**config.mk**
```make
export PLATFORM = sky130hd
export DESIGN_NAME = frame_stamp_timer
export DESIGN_NICKNAME = d
export VERILOG_FILES = /design/src/rtl/tsc_pkg.sv /design/src/rtl/tsc_cfg_regs.sv /design/src/rtl/tsc_prescaler.sv /design/src/rtl/tsc_counter.sv /design/src/rtl/tsc_capture.sv /design/src/rtl/frame_stamp_timer.sv
export SDC_FILE = /design/constraint.sdc
export NUM_CORES = 1
export LEC_CHECK = 0
export CELL_PAD_IN_SITES_DETAIL_PLACEMENT = 1
export CELL_PAD_IN_SITES_GLOBAL_PLACEMENT = 2
export CORE_MARGIN = 2
export CORE_UTILIZATION = 36
export DETAILED_ROUTE_END_ITERATION = 10
export DONT_BUFFER_PORTS = 1
export GPL_TIMING_DRIVEN = 0
export PLACE_DENSITY = 0.82
export SYNTH_ARGS = -nofsm -noshare
export SYNTH_HDL_FRONTEND = slang
export SYNTH_SLANG_ARGS = --single-unit
```
**constraint.sdc**
```tcl
create_clock -name clk -period 2.79 [get_ports clk]
set_input_delay 0.279 -clock clk [delete_from_list [all_inputs] [get_ports clk]]
set_output_delay 0.279 -clock clk [all_outputs]
set_load 0.02 [all_outputs]
```
**src/rtl/tsc_pkg.sv**
```systemverilog
package tsc_pkg;

    typedef enum logic [1:0] {
        REG_CTRL  = 2'd0,
        REG_DIV   = 2'd1,
        REG_COUNT = 2'd2,
        REG_STAMP = 2'd3
    } tsc_reg_e;

    typedef struct packed {
        logic irq_en;
        logic run_en;
    } tsc_ctrl_t;

    localparam int CTRL_W = $bits(tsc_ctrl_t);

    function automatic tsc_ctrl_t ctrl_from_bits(input logic [CTRL_W-1:0] b);
        tsc_ctrl_t c;
        c.run_en = b[0];
        c.irq_en = b[1];
        return c;
    endfunction

    function automatic logic [CTRL_W-1:0] ctrl_to_bits(input tsc_ctrl_t c);
        return {c.irq_en, c.run_en};
    endfunction

endpackage

```
**src/rtl/tsc_cfg_regs.sv**
```systemverilog
module tsc_cfg_regs
    import tsc_pkg::*;
#(
    parameter int DIV_W   = 16,
    parameter int DIV_RST = 31
) (
    input  logic              clk,
    input  logic              rst,
    input  logic              we,
    input  tsc_reg_e          addr,
    input  logic [CTRL_W-1:0] ctrl_wdata,
    input  logic [DIV_W-1:0]  div_wdata,
    output tsc_ctrl_t         ctrl_q,
    output logic [DIV_W-1:0]  div_q
);

    localparam logic [DIV_W-1:0] DIV_INIT = DIV_W'(DIV_RST);

    always_ff @(posedge clk) begin
        if (rst) begin
            ctrl_q <= '0;
            div_q  <= DIV_INIT;
        end else if (we) begin
            case (addr)
                REG_CTRL: ctrl_q <= ctrl_from_bits(ctrl_wdata);
                REG_DIV:  div_q  <= div_wdata;
                default:  ;
            endcase
        end
    end

endmodule

```
**src/rtl/tsc_prescaler.sv**
```systemverilog
module tsc_prescaler #(
    parameter int DIV_W = 16
) (
    input  logic             clk,
    input  logic             rst,
    input  logic             run_en,
    input  logic [DIV_W-1:0] div_val,
    output logic             tick_o
);

    logic [DIV_W-1:0] phase_q;
    logic             reached;

    // Compare with >= so a divider lowered mid-period takes effect at once.
    assign reached = (phase_q >= div_val);
    assign tick_o  = run_en && reached;

    always_ff @(posedge clk) begin
        if (rst) begin
            phase_q <= '0;
        end else if (run_en) begin
            if (reached) phase_q <= '0;
            else         phase_q <= phase_q + 1'b1;
        end
    end

endmodule

```
**src/rtl/tsc_counter.sv**
```systemverilog
module tsc_counter #(
    parameter int CNT_W = 32
) (
    input  logic             clk,
    input  logic             rst,
    input  logic             tick,
    input  logic             load,
    input  logic [CNT_W-1:0] load_val,
    output logic [CNT_W-1:0] count_o,
    output logic             wrap_o
);

    localparam logic [CNT_W-1:0] CNT_MAX = '1;

    always_ff @(posedge clk) begin
        if (rst) begin
            count_o <= '0;
            wrap_o  <= 1'b0;
        end else begin
            wrap_o <= 1'b0;
            if (load) begin
                count_o <= load_val;
            end else if (tick) begin
                count_o <= count_o + 1'b1;
                wrap_o  <= (count_o == CNT_MAX);
            end
        end
    end

endmodule

```
**src/rtl/tsc_capture.sv**
```systemverilog
module tsc_capture #(
    parameter int CNT_W = 32
) (
    input  logic             clk,
    input  logic             rst,
    input  logic             run_en,
    input  logic             frame_start,
    input  logic [CNT_W-1:0] count,
    output logic [CNT_W-1:0] stamp_o
);

    always_ff @(posedge clk) begin
        if (rst) begin
            stamp_o <= '0;
        end else if (run_en && frame_start) begin
            stamp_o <= count;
        end
    end

endmodule

```
**src/rtl/frame_stamp_timer.sv**
```systemverilog
module frame_stamp_timer
    import tsc_pkg::*;
#(
    parameter int CNT_W   = 32,
    parameter int DIV_W   = 16,
    parameter int DIV_RST = 31,
    parameter int BUS_W   = 32
) (
    input  logic             clk,
    input  logic             rst,
    input  logic             cfg_we,
    input  logic [1:0]       cfg_addr,
    input  logic [BUS_W-1:0] cfg_wdata,
    output logic [BUS_W-1:0] cfg_rdata,
    input  logic             frame_start_i,
    output logic [CNT_W-1:0] count_o,
    output logic [CNT_W-1:0] stamp_o,
    output logic             wrap_pulse_o,
    output logic             wrap_irq_o
);

    tsc_reg_e         reg_sel;
    tsc_ctrl_t        ctrl_q;
    logic [DIV_W-1:0] div_q;
    logic             run_en;
    logic             irq_en;
    logic             tick;
    logic             cnt_load;

    assign reg_sel  = tsc_reg_e'(cfg_addr);
    assign run_en   = ctrl_q.run_en;
    assign irq_en   = ctrl_q.irq_en;
    assign cnt_load = cfg_we && (reg_sel == REG_COUNT);

    tsc_cfg_regs #(
        .DIV_W   (DIV_W),
        .DIV_RST (DIV_RST)
    ) u_regs (
        .clk        (clk),
        .rst        (rst),
        .we         (cfg_we),
        .addr       (reg_sel),
        .ctrl_wdata (cfg_wdata[CTRL_W-1:0]),
        .div_wdata  (cfg_wdata[DIV_W-1:0]),
        .ctrl_q     (ctrl_q),
        .div_q      (div_q)
    );

    tsc_prescaler #(.DIV_W(DIV_W)) u_presc (
        .clk     (clk),
        .rst     (rst),
        .run_en  (run_en),
        .div_val (div_q),
        .tick_o  (tick)
    );

    tsc_counter #(.CNT_W(CNT_W)) u_cnt (
        .clk      (clk),
        .rst      (rst),
        .tick     (tick),
        .load     (cnt_load),
        .load_val (cfg_wdata[CNT_W-1:0]),
        .count_o  (count_o),
        .wrap_o   (wrap_pulse_o)
    );

    tsc_capture #(.CNT_W(CNT_W)) u_cap (
        .clk         (clk),
        .rst         (rst),
        .run_en      (run_en),
        .frame_start (frame_start_i),
        .count       (count_o),
        .stamp_o     (stamp_o)
    );

    assign wrap_irq_o = wrap_pulse_o && irq_en;

    always_comb begin
        case (reg_sel)
            REG_CTRL:  cfg_rdata = BUS_W'(ctrl_to_bits(ctrl_q));
            REG_DIV:   cfg_rdata = BUS_W'(div_q);
            REG_COUNT: cfg_rdata = BUS_W'(count_o);
            default:   cfg_rdata = BUS_W'(stamp_o);
        endcase
    end

endmodule

```
# After elaboration in Yosys (flattened, before gate mapping)
# Cells that the tools add are included.
[word_totals]
word_cells = 27
ff_bits = 99
[classes]
reduce_logical = 9
n_lt_le_gt_ge = 1
n_eq_ne = 3
muxes = 4
bitwise_logic = 1
addsub = 2
[ops]
columns = ["op", "n"]
rows = [
  ["case mux 32 bit (3 select lines)", 1],
  ["two-way mux 32 bit", 2],
  ["adder 32 x 1 -> 32 bit (second input constant)", 1],
  ["equality test 32 bit (second input constant)", 1],
  ["adder 16 x 1 -> 16 bit (second input constant)", 1],
  [">= comparator 16 bit", 1],
  ["two-way mux 16 bit", 1],
  ["logical AND 1 bit", 4],
  ["AND reduction 2 bit", 2],
  ["OR reduction 3 bit", 1],
  ["equality test 2 x 1 -> 1 bit (second input constant)", 1],
  ["equality test 2 bit (second input constant)", 1],
  ["logical NOT 2 bit", 1],
  ["nonzero test 2 bit", 1],
  ["inverter 1 bit", 1],
]

# Longest topological paths before layout
[depth]
ltp_word = 4
depth_mapped = 10

# Modules after synthesis
# Synthesis repeated with hierarchy kept, for this count alone.
[hier_totals]
hier_cells = 705
hier_area_um2 = 6263.5
[modules_own_cells]
columns = ["mod", "n_inst", "cells_each", "area_per_inst_um2"]
rows = [
  ["tsc_counter", 1, 264, 2039.5],
  ["tsc_capture", 1, 145, 1522.7],
  ["tsc_prescaler", 1, 143, 1159.9],
  ["tsc_cfg_regs", 1, 80, 805.8],
  ["frame_stamp_timer", 1, 73, 735.7],
]

# Worst setup path before layout
# No wires, ideal clock.
[synth_path]
kind = "reg2reg"
start = "reg u_presc.phase_q[0]"
end = "reg u_cnt.count_o[25]"
path_slack_ns = 0.466
n_path_buf = 1
arrival_ns = 2.232
required_ns = 2.698
stages_incl_launch_ff = 10
path_cell_list = "dfxtp_1 inv_1 ha_1 nand2b_1 a2111o_1 a32oi_1 buf_2 a21oi_1 and3_1 nor4_1"
[synth_via]
elab_chain_len = 3
[synth_lines]
columns = ["item", "line", "text"]
rows = [
  ["start, declared", "tsc_prescaler.sv:11", "logic [DIV_W-1:0] phase_q;"],
  ["start signal, assigned", "tsc_prescaler.sv:23", "else phase_q <= phase_q + 1'b1;"],
  [">= comparator 16 bit", "tsc_prescaler.sv:15", "assign reached = (phase_q >= div_val);"],
  ["logical AND 1 bit", "tsc_prescaler.sv:16", "assign tick_o = run_en && reached;"],
  ["nonzero test 2 bit (no source line)", "-", ""],
  ["end signal, assigned", "tsc_counter.sv:22", "count_o <= load_val;"],
  ["end signal, assigned", "tsc_counter.sv:24", "count_o <= count_o + 1'b1;"],
  ["end, declared", "tsc_counter.sv:9", "output logic [CNT_W-1:0] count_o,"],
]
# Every way passes these cells.
# A chain may end at the register's enable or synchronous reset.

# Worst setup path after layout
[layout_path]
start = "reg u_presc.phase_q[0]"
end = "reg u_cnt.count_o[23]"
# The elaborated chain is that of the path after synthesis.

==> flow_summary.toml <==
[global_route]
grt_start_max_net_pins = 15
antenna_found_initial = 0
grt_use_total_pct = 27.02
grt_pass1_wl_mm = 33.38
overflow = 0
grt_pass1_vias = 5548

[power]
powerDensity_nw_per_um2 = 521.7
leakage_uw = 0.002078
vdd_drop_max_uv = 300.8
switchingPower_uw = 856.3
clockPowerShare_pct = 43.5
switching_share_pct = 26.57
seqPwrFrac_pct = 47.7
combPwrFrac_pct = 8.9
internal_power_uw = 2366

[clocking]
cts_tree = "yes"
htreeDepth = 3
cts.sinks = 99
cts_made_buffers = 9
path_clk_slew_ns = 0.07
worst_skew_pair.late_latency_ns = 0.36
clock_path_buffers = 2
cts_setup_buffers = 0
cts_root_buf = "clkbuf_16"

[yosys]
syn_nets = 756
synth_cell_types = 55
synth_area_per_cell_um2 = 7.908
synth.most_common_cell = "nand2_1"
synth_common_cells = "120 x nand2_1, 99 x dfxtp_1, 66 x a21oi_1"
yosys_warnings = 0
synthTopCellsByArea = "dfxtp_1 36%, nand2_1 8.1%, a21oi_1 6.0%, nor2_1 4.2%, ha_1 4.1%"
synth_top_area_share_pct = 35.80
synth_top_area_cell = "dfxtp_1"
ys_ff_latch = 99
ys_async_sr_fraction_pct = 0
synth_top_flop_cell = "dfxtp_1"
synth_area_um2 = 5535
synthCells = 700
yosysSeqAreaShare_pct = 35.80
synth_edf_count = 0

[drt]
wl_per_cell_um = 24.49
first_pass_iters = 7
ant_nets = 0
wirelength_mm = 22.06
vias = 5425
avgViaCountPerCell = 6.021
remaining_drc_errors = 0
drtIter0Drc = 353

[worst_setup_path]
path_class = "flip-flop to flip-flop"
start_kind = "flip-flop"
worstPathArrival_ns = 2.92
cp_max_fo = 10
crit_required_ns = 3.05
end_kind = "flip-flop"

[timing]
report.final.setup_viol = 0
fin_crit_sh_pct = 95.24
finalHoldViolCount = 0
period_needed_ns = 2.657
fin_hold_ws_ns = 0.04115
timing.final.max_slew_violations = 0
setup_tns_ns = 0
fmax_ghz = 0.3763
skew_ns = 0.009592
relSlewSlack_pct = 33.25
tightest_slew_ns = 1.001

[placement]
dp_hpwl_mm = 16.16
gp_congestion = 0.8427
port_buffers = 0
dp.cells = 888

[layout]
layout-drive-gt1-share_pct = 7.994
antenna_cells = 0
fin_nets = 766
area.growth.synth_to_final_pct = 11.60
final_cells = 901

[die]
coreArea_um2 = 15090
die_y_um = 128
rows = 45
die_w_um = 128
initial_core_util_pct = 36.68
die_area_um2 = 16380
ios = 136

[outcome]
outcome = "complete, no violations"

[run]
drv_cap = 0

[min_path]
hold_path.class = "primary input to flip-flop"
final cells by class:
class / count / area, µm²
fill: 1804 / 8912
buffer: 51 / 224.0
sequential: 99 / 1983
inverter: 24 / 90.09
clock buffer: 12 / 256.5
clock inverter: 2 / 60.06
multi-input combinational: 525 / 3328
tap: 188 / 235.2
through the flow:
stage / util (%) / instance area [µm²] / total power, µW / worst slack [ns]
6_report: 40.94 / 6177 / 3222 / 0.1328
2_1_floorplan: - / 5535 / 1740 / 0.4658
3_3_place_gp: 38.24 / 5771 / 1835 / 0.01705
3_5_place_dp: 38.24 / 5771 / 1847 / -0.04588
5_1_grt: 40.94 / 6177 / 3315 / -0.01386
4_1_cts: 40.50 / 6111 / 3236 / 0.01716
worst paths after layout:
kind                            depth (start not counted)  slack, ns                       startpoint                              to
worst max-delay path                                   10       0.13  u_presc.phase_q[0]$_SDFFE_PP0P_  u_cnt.count_o[23]$_SDFFE_PP0P_
worst min-delay path                                    1       0.04                     cfg_wdata[2]    u_regs.div_q[2]$_SDFFE_PP1P_
worst max register to register                         10       0.13  u_presc.phase_q[0]$_SDFFE_PP0P_  u_cnt.count_o[23]$_SDFFE_PP0P_
worst min register to register                          2       0.48     u_regs.div_q[5]$_SDFFE_PP0P_    u_regs.div_q[5]$_SDFFE_PP0P_
worst max-delay path, stage by stage, from the launching register on:
cell      delay, ns
dfxtp_2        0.40
inv_1          0.08
ha_1           0.27
nand2b_1       0.14
a2111o_1       0.46
a32oi_2        0.31
and2_1         0.18
clkbuf_4       0.24
buf_6          0.19
nor3_1         0.07
nor4_1         0.22
power groups by stage:
stage	logic, µW	registers, µW	clock network, µW
finish	286	1540	1400
global route	311	1540	1460
CTS	282	1540	1420
detailed placement	279	1570	0
global placement	270	1570	0
floorplan	196	1540	0
cells in the final DEF (no fill, tap or decap), drive strengths merged, types with 5 or more instances in the layout:
master | synthesis | final
nor2b | 17 | 17
mux2 | 12 | 12
o21ai | 7 | 7
nand3 | 17 | 17
dfxtp | 99 | 99
nor4 | 18 | 18
and3 | 9 | 9
a22o | 14 | 14
nor2 | 63 | 63
xnor2 | 18 | 18
nand2 | 121 | 121
a211o | 5 | 5
mux2i | 19 | 19
a21oi | 66 | 66
inv | 24 | 24
buf | 15 | 14
xor2 | 5 | 5
nor3 | 25 | 25
nand4 | 21 | 21
clkbuf | 37 | 49
a211oi | 19 | 19
and2 | 6 | 6
a2111oi | 7 | 7
ha | 18 | 18
metal layers:
layer / GRT usage [%] / wire length, µm / vias up
met5: 0 / 0 / -
met4: 9.179 / 485 / 0
met3: 7.387 / 1873 / 31
met2: 42.31 / 10110 / 231
met1: 36.01 / 9599 / 2678
li1: - / - / 2485
flip-flops by register name, summed over array words and instances, names as in the netlist:
name and flops:
u_cnt.count_o 32, u_regs.ctrl_q 2, u_regs.div_q 16, u_cap.stamp_o 32, u_presc.phase_q 16, u_cnt.wrap_o 1
what timing repair did:
item / 4_1_cts / 5_1_grt
hold endpoints to repair: 0 / 0
hold buffers: 0 / 0
pin swaps: 0 / 3
endpoints found under the setup margin: 15 / 32
resized for setup: 4 / 12
kinds of logic after synthesis:
family | count (synthesis) | share of synthesized area (%)
XOR/XNOR | 23 | 3.639
buffers and inverters | 76 | 5.470
multiplexers | 33 | 6.691
AO/OA/AOI/OAI | 137 | 16.70
AND/OR/NAND/NOR | 314 | 27.62
adder cells (fa/ha/maj) | 18 | 4.069
flip-flops | 99 | 35.80
(Power assumes the default switching activity.)
